===== config.mk =====
export PLATFORM = sky130hd
export DESIGN_NAME = reqTable
export DESIGN_NICKNAME = d
export VERILOG_FILES = /design/src/rtl/rtPkg.sv /design/src/rtl/rtData.sv /design/src/rtl/rtCtrl.sv /design/src/rtl/reqTable.sv
export SDC_FILE = /design/constraint.sdc
export NUM_CORES = 1
export LEC_CHECK = 0
export ABC_AREA = 1
export BUFFER_PORTS_ARGS = -buffer_cell sky130_fd_sc_hd__buf_4
export CAP_MARGIN = 10
export CORE_ASPECT_RATIO = 2
export CORE_MARGIN = 4
export CORE_UTILIZATION = 40
export CTS_BUF_LIST = sky130_fd_sc_hd__clkbuf_4 sky130_fd_sc_hd__clkbuf_8
export CTS_CLUSTER_DIAMETER = 200
export DETAILED_ROUTE_END_ITERATION = 6
export GPL_TIMING_DRIVEN = 0
export HOLD_SLACK_MARGIN = 0.15
export SETUP_SLACK_MARGIN = 0.3
export SLEW_MARGIN = 5
export SYNTH_ARGS = -nofsm -noshare
export SYNTH_HDL_FRONTEND = slang
export SYNTH_SLANG_ARGS = --single-unit
export TNS_END_PERCENT = 1

===== constraint.sdc =====
create_clock -name clk -period 5.3 [get_ports clk]
set_input_delay 1.06 -clock clk [delete_from_list [all_inputs] [get_ports clk]]
set_output_delay 1.06 -clock clk [all_outputs]
set_load 0.005 [all_outputs]

===== src/rtl/rtPkg.sv =====
package rtPkg;
  parameter int TBL_TAG_W = 3;
  localparam int TBL_DEPTH = 1 << TBL_TAG_W;

  typedef enum logic [1:0] {
    REQ_RD  = 2'd0,
    REQ_RDX = 2'd1,
    REQ_UPG = 2'd2,
    REQ_WB  = 2'd3
  } reqKind_t;

  typedef struct packed {
    logic                 alloc;
    logic [TBL_TAG_W-1:0] allocTag;
    logic                 free;
    logic [TBL_TAG_W-1:0] freeTag;
    logic                 grabSet;
    logic [TBL_TAG_W-1:0] grabTag;
  } tblStrobe_t;
endpackage


===== src/rtl/rtData.sv =====
module rtData
  import rtPkg::*;
#(
  parameter int ADDR_W = 32,
  parameter int OFF_W  = 7
) (
  input  logic                 clk,
  input  logic                 rstN,
  input  tblStrobe_t           strobe,
  input  logic [ADDR_W-1:0]    allocAddr,
  input  reqKind_t             allocKind,
  input  logic                 allocShared,
  input  logic                 allocDirty,
  input  logic                 allocOwn,
  input  logic [ADDR_W-1:0]    procAddr,
  input  logic [ADDR_W-1:0]    busAddr,
  input  logic [TBL_TAG_W-1:0] rspTag,
  output logic [TBL_DEPTH-1:0] procMatch,
  output logic [TBL_DEPTH-1:0] busMatch,
  output logic [TBL_DEPTH-1:0] entIsRd,
  output logic                 entValidAtRsp,
  output logic                 entSharedAtRsp,
  output logic                 entDirtyAtRsp,
  output logic                 entOwnAtRsp,
  output logic                 entGrabAtRsp
);
  localparam int BLK_W = ADDR_W - OFF_W;

  logic [TBL_DEPTH-1:0] entValid, entShared, entDirty, entOwn, entGrab;
  logic [BLK_W-1:0]     entBlk  [TBL_DEPTH];
  reqKind_t             entKind [TBL_DEPTH];

  always_ff @(posedge clk or negedge rstN) begin
    if (!rstN) begin
      entValid  <= '0;
      entShared <= '0;
      entDirty  <= '0;
      entOwn    <= '0;
      entGrab   <= '0;
      for (int i = 0; i < TBL_DEPTH; i++) begin
        entBlk[i]  <= '0;
        entKind[i] <= REQ_RD;
      end
    end else begin
      for (int i = 0; i < TBL_DEPTH; i++) begin
        if (strobe.free && strobe.freeTag == TBL_TAG_W'(i)) entValid[i] <= 1'b0;
        if (strobe.grabSet && strobe.grabTag == TBL_TAG_W'(i)) entGrab[i] <= 1'b1;
        if (strobe.alloc && strobe.allocTag == TBL_TAG_W'(i)) begin
          entValid[i]  <= 1'b1;
          entBlk[i]    <= allocAddr[ADDR_W-1:OFF_W];
          entKind[i]   <= allocKind;
          entShared[i] <= allocShared;
          entDirty[i]  <= allocDirty;
          entOwn[i]    <= allocOwn;
          entGrab[i]   <= 1'b0;
        end
      end
    end
  end

  always_comb begin
    for (int i = 0; i < TBL_DEPTH; i++) begin
      procMatch[i] = entValid[i] && (entBlk[i] == procAddr[ADDR_W-1:OFF_W]);
      busMatch[i]  = entValid[i] && (entBlk[i] == busAddr[ADDR_W-1:OFF_W]);
      entIsRd[i]   = (entKind[i] == REQ_RD);
    end
  end

  assign entValidAtRsp  = entValid[rspTag];
  assign entSharedAtRsp = entShared[rspTag];
  assign entDirtyAtRsp  = entDirty[rspTag];
  assign entOwnAtRsp    = entOwn[rspTag];
  assign entGrabAtRsp   = entGrab[rspTag];

  AST_ALLOC_FILLS: assert property (@(posedge clk) disable iff (!rstN)
    strobe.alloc |=> entValid[$past(strobe.allocTag)]);
  AST_RSP_FREES: assert property (@(posedge clk) disable iff (!rstN)
    (strobe.free && !(strobe.alloc && strobe.allocTag == strobe.freeTag))
      |=> !entValid[$past(strobe.freeTag)]);
  AST_NO_DATALESS_ENTRY: assert property (@(posedge clk) disable iff (!rstN)
    strobe.alloc |-> (allocKind == REQ_RD || allocKind == REQ_RDX));
  AST_GRAB_ON_READ: assert property (@(posedge clk) disable iff (!rstN)
    strobe.grabSet |-> (entValid[strobe.grabTag] && entKind[strobe.grabTag] == REQ_RD));
  AST_ONE_PER_BLOCK: assert property (@(posedge clk) disable iff (!rstN)
    $countones(busMatch) <= 1);
endmodule


===== src/rtl/rtCtrl.sv =====
module rtCtrl
  import rtPkg::*;
(
  input  logic                 clk,
  input  logic                 rstN,
  input  logic                 reqValid,
  input  logic                 reqNack,
  input  logic                 reqLocal,
  input  logic [TBL_TAG_W-1:0] reqTag,
  input  reqKind_t             reqKind,
  input  logic                 rspValid,
  input  logic [TBL_TAG_W-1:0] rspTag,
  input  logic                 procValid,
  input  reqKind_t             procKind,
  input  logic [TBL_DEPTH-1:0] procMatch,
  input  logic [TBL_DEPTH-1:0] busMatch,
  input  logic [TBL_DEPTH-1:0] entIsRd,
  output tblStrobe_t           strobe,
  output logic                 procIssue,
  output logic                 procWait,
  output logic                 procGrab,
  output logic [TBL_TAG_W-1:0] procGrabTag,
  output logic                 busHit,
  output logic                 withdraw
);
  logic                 procHitAny;
  logic [TBL_TAG_W-1:0] procIdx;
  logic                 hasResponse;

  always_comb begin
    procIdx = '0;
    for (int i = TBL_DEPTH - 1; i >= 0; i--)
      if (procMatch[i]) procIdx = TBL_TAG_W'(i);
  end

  assign procHitAny  = |procMatch;
  assign procGrab    = procValid && procHitAny && procKind == REQ_RD && entIsRd[procIdx];
  assign procWait    = procValid && procHitAny && !procGrab;
  assign procIssue   = procValid && !procHitAny;
  assign procGrabTag = procGrab ? procIdx : '0;

  assign busHit      = reqValid && (|busMatch);
  assign withdraw    = reqValid && !reqNack && reqLocal && busHit;
  assign hasResponse = (reqKind == REQ_RD) || (reqKind == REQ_RDX);

  always_comb begin
    strobe          = '0;
    strobe.alloc    = reqValid && !reqNack && !withdraw && hasResponse;
    strobe.allocTag = reqTag;
    strobe.free     = rspValid;
    strobe.freeTag  = rspTag;
    strobe.grabSet  = procGrab;
    strobe.grabTag  = procIdx;
  end

  AST_ONE_DECISION: assert property (@(posedge clk) disable iff (!rstN)
    procValid |-> $onehot({procIssue, procWait, procGrab}));
endmodule


===== src/rtl/reqTable.sv =====
module reqTable
  import rtPkg::*;
#(
  parameter int ADDR_W = 32,
  parameter int OFF_W  = 7
) (
  input  logic                 clk,
  input  logic                 rstN,
  input  logic                 reqValid,
  input  logic                 reqNack,
  input  logic                 reqLocal,
  input  logic [TBL_TAG_W-1:0] reqTag,
  input  logic [1:0]           reqKind,
  input  logic [ADDR_W-1:0]    reqAddr,
  input  logic                 reqShared,
  input  logic                 reqDirty,
  input  logic                 rspValid,
  input  logic [TBL_TAG_W-1:0] rspTag,
  input  logic                 procValid,
  input  logic [1:0]           procKind,
  input  logic [ADDR_W-1:0]    procAddr,
  output logic                 procIssue,
  output logic                 procWait,
  output logic                 procGrab,
  output logic [TBL_TAG_W-1:0] procGrabTag,
  output logic                 busHit,
  output logic                 withdraw,
  output logic                 rspHit,
  output logic                 rspShared,
  output logic                 rspDirty,
  output logic                 rspToProc
);
  tblStrobe_t           strobe;
  logic [TBL_DEPTH-1:0] procMatch, busMatch, entIsRd;
  logic                 eValid, eShared, eDirty, eOwn, eGrab;

  rtCtrl u_ctrl (
    .clk(clk), .rstN(rstN),
    .reqValid(reqValid), .reqNack(reqNack), .reqLocal(reqLocal),
    .reqTag(reqTag), .reqKind(reqKind_t'(reqKind)),
    .rspValid(rspValid), .rspTag(rspTag),
    .procValid(procValid), .procKind(reqKind_t'(procKind)),
    .procMatch(procMatch), .busMatch(busMatch), .entIsRd(entIsRd),
    .strobe(strobe),
    .procIssue(procIssue), .procWait(procWait), .procGrab(procGrab),
    .procGrabTag(procGrabTag), .busHit(busHit), .withdraw(withdraw)
  );

  rtData #(.ADDR_W(ADDR_W), .OFF_W(OFF_W)) u_data (
    .clk(clk), .rstN(rstN), .strobe(strobe),
    .allocAddr(reqAddr), .allocKind(reqKind_t'(reqKind)),
    .allocShared(reqShared), .allocDirty(reqDirty), .allocOwn(reqLocal),
    .procAddr(procAddr), .busAddr(reqAddr), .rspTag(rspTag),
    .procMatch(procMatch), .busMatch(busMatch), .entIsRd(entIsRd),
    .entValidAtRsp(eValid), .entSharedAtRsp(eShared), .entDirtyAtRsp(eDirty),
    .entOwnAtRsp(eOwn), .entGrabAtRsp(eGrab)
  );

  assign rspHit    = rspValid && eValid;
  assign rspShared = rspHit && (eShared || eGrab);
  assign rspDirty  = rspHit && eDirty;
  assign rspToProc = rspHit && (eOwn || eGrab);
endmodule


==> out/metrics.cfg <==
[status]
outcome=complete, no violations

[worst_hold_path]
min_path_type=primary input to asynchronous set/reset pin

[detailed_routing]
drtIter0Drc=2205
drtAntennaViolNets=0
route.detailed.drc=0
drt-vias-per-instance=6.20
wl_per_cell_um=35.1
firstDrtPassIters=6
drt-total-wl_mm=100
vias=17719

[cts]
cts_tree=yes
cts_buffers=44
cts_max_level=2
cts_root_buf=clkbuf_8
clk_pin_slew_ns=0.06
cts_max_path_buffers=3
insertion_delay_ns=0.63
cts_sinks=256
cts_hold_buf=0

[grt]
overflow=0
grt_pass1_wl_mm=136
antenna_found_initial=3
grt_start_max_net_pins=107
grt_pass1_vias=17545
grt.total_usage=0.463

[logic_synthesis]
yosysWarnings=0
async_flop_share=1.00
ys_seq_area_frac=0.406
syn-num-nets=2301
syn_area_mm2=0.0158
synth_edf_count=0
yosysUniqueCellTypes=40
syn_inst=2218
syn_avg_cell_area_um2=7.11
ys_ff_latch=256
ys.flop_type=dfrtp_1

[power]
p_leak_nw=8.68
ir_worst_vdd_mv=0.250
power_density_mw_per_mm2=383

[setup_path]
path_buf_inv=3
end_kind=primary output
critical_path.cell_chain=buf_2, inv_1, nor2_1, nor4_1, nand4_1, o22ai_1, nor2_1, nand2_4, nand2_4, nor3_1, buf_4
cpMaxStageDelayCell=inv_1
crit_type=primary input to primary output
crit_fanout=8
cp_data_arrival_time_ns=3.98
required_ns=4.24
crit_family=simple AND/OR/NAND/NOR gates
crit_path_start_kind=primary input
slowest_delay_ns=0.66

[timing]
hold_violations=0
period_share=0.950
tightest_slew_ns=0.929
slew_viol_final=0
rsz0062_at_grt=false
max_slew_margin=0.379
layout_setup_ws_ns=0.265
fin_tns_setup_ns=0
fin_crit_ns=5.04
fmax_mhz=199
skew_ns=0.0522
setup_viol=0

[floorplan]
die_area_mm2=0.0429
fp.dieH_um=289
num_rows=102
coreArea_mm2=0.0388
start_util=0.407
ios=95
die_w_um=148

[job]
cap_violations=0

[placed_design]
place.gp.congestion=1.11
io_buffers=35
dpl_cell_area_mm2=0.0168
hpwlAfterDp_mm=71.3
place_ws_ns=-0.261

[cells_and_area]
drive_gt1_frac=0.139
fin_nets=2389
multi_input_area_mm2=0.00758
area_growth_pct=13.5
final_design_area_no_fill_mm2=0.0179
register_area_mm2=0.00641
nFillCells=4250

## Yosys cell counts, types with 6 or more instances
| library cell | instances | area [um2] |
|---|---|---|
| nand2_1 | 698 | 2620 |
| inv_1 | 265 | 995 |
| dfrtp_1 | 256 | 6410 |
| o21ai_0 | 182 | 911 |
| o22ai_1 | 151 | 945 |
| nor2_1 | 126 | 473 |
| buf_2 | 81 | 405 |
| o21ai_1 | 62 | 310 |
| xor2_1 | 50 | 438 |
| nand3_1 | 44 | 220 |
| inv_2 | 43 | 161 |
| nor4_1 | 38 | 238 |
| nand4_1 | 36 | 225 |
| xnor2_1 | 25 | 219 |
| buf_4 | 23 | 173 |
| a21oi_1 | 20 | 100 |
| a221oi_1 | 20 | 175 |
| nor3_1 | 19 | 95.1 |
| nor2_2 | 10 | 62.6 |
| nand2_2 | 7 | 43.8 |
| nand3b_1 | 7 | 52.6 |
| buf_6 | 6 | 67.6 |
## sequential cells by signal, summed over array words and instances, names as in the netlist
register	flops
u_data.entKind	16
u_data.entBlk	200
u_data.entOwn	8
u_data.entValid	8
u_data.entGrab	8
u_data.entDirty	8
u_data.entShared	8
## layout make-up
type | count | area share
sequential | 256 | 0.358
timing repair buffer | 42 | 0.0217
inverter | 308 | 0.0667
antenna | 1 | 0.000140
multi-input combinational | 1538 | 0.423
tap | 520 | 0.0363
clock inverter | 8 | 0.00524
clock buffer | 71 | 0.0490
buffer | 116 | 0.0398
## cells by family (layout without fill, tap and decap cells)
kind of cell,after synthesis,in the layout,share of synthesized area
DFF,256,256,0.406
buffers and inverters,424,545,0.116
other,0,1,0
xor gates and xnor gates,75,75,0.0416
AOI/OAI and AO/OA,456,456,0.167
and+or+nand+nor,1007,1007,0.269
## worst reg2reg max path: stages, from the launching register on
cell	delay (ns)
dfrtp_1	0.35
inv_1	0.11
o22ai_1	0.65
nor4_1	0.11
nand3_1	0.13
o22ai_1	0.21
nor2_1	0.35
nand2_4	0.11
nand2_4	0.12
nand3_4	0.13
nor2_2	0.47
buf_2	0.53
o21ai_0	0.16
## path summary, 6_finish.rpt
path / to / slack, ns / from / depth (start not counted)
hold / removal: u_data.entKind[0] / 0.37 / rstN / 1
max in group asynchronous: u_data.entBlk[94] / 3.92 / rstN / 2
min in group clk: u_data.entKind[15] / 0.46 / u_data.entKind[15] / 2
setup reg to reg: u_data.entBlk[69] / 1.75 / u_data.entBlk[159] / 12
hold reg to reg: u_data.entKind[15] / 0.46 / u_data.entKind[15] / 2
setup / recovery: withdraw / 0.26 / reqAddr[21] / 11
## placed cells by master, fill, tap and decap left out, types with 20 or more instances in the layout
cell type	n
nor2_1	124
clkbuf_4	22
nor4_1	37
buf_2	72
o22ai_1	151
o21ai_0	180
inv_2	31
nand2_1	696
xnor2_1	25
inv_1	263
nand3_1	44
a221oi_1	20
a21oi_1	20
dfrtp_1	256
clkbuf_8	55
o21ai_1	63
nand4_1	36
buf_4	58
xor2_1	50
## power by group
part | internal [mW] | total, mW | switching [mW]
logic | 0.622 | 1.95 | 1.33
registers | 2.38 | 2.81 | 0.435
clock network | 1.14 | 2.09 | 0.949
## per-stage QoR
step	hold WS (ns)	utilization	total power [mW]	cells
after CTS	0.372	0.458	6.74	2854
after detailed placement	0.445	0.432	4.66	2775
after floorplan	0.429	-	3.84	2218
final	0.374	0.462	6.86	2860
after global routing	0.393	0.462	7.07	2860
after global placement	0.445	0.430	4.64	2773
## repair_timing
item | 4_1_cts | 5_1_grt
gates cloned | 0 | 0
gates resized for setup | 11 | 41
setup endpoints to repair | 5 | 5
setup buffers | 0 | 5
pin swaps | 0 | 1
## per-layer routing
layer | global-route usage | part of all wire | wire [um] | up-vias
met5 | 0 | 0.00034 | 34 | -
met4 | 0.497 | 0.14 | 14100 | 4
met3 | 0.130 | 0.11 | 10900 | 568
met2 | 0.713 | 0.44 | 44200 | 1348
met1 | 0.480 | 0.31 | 31300 | 8407
li1 | - | - | - | 7392
Power figures use the tool's default switching activity.
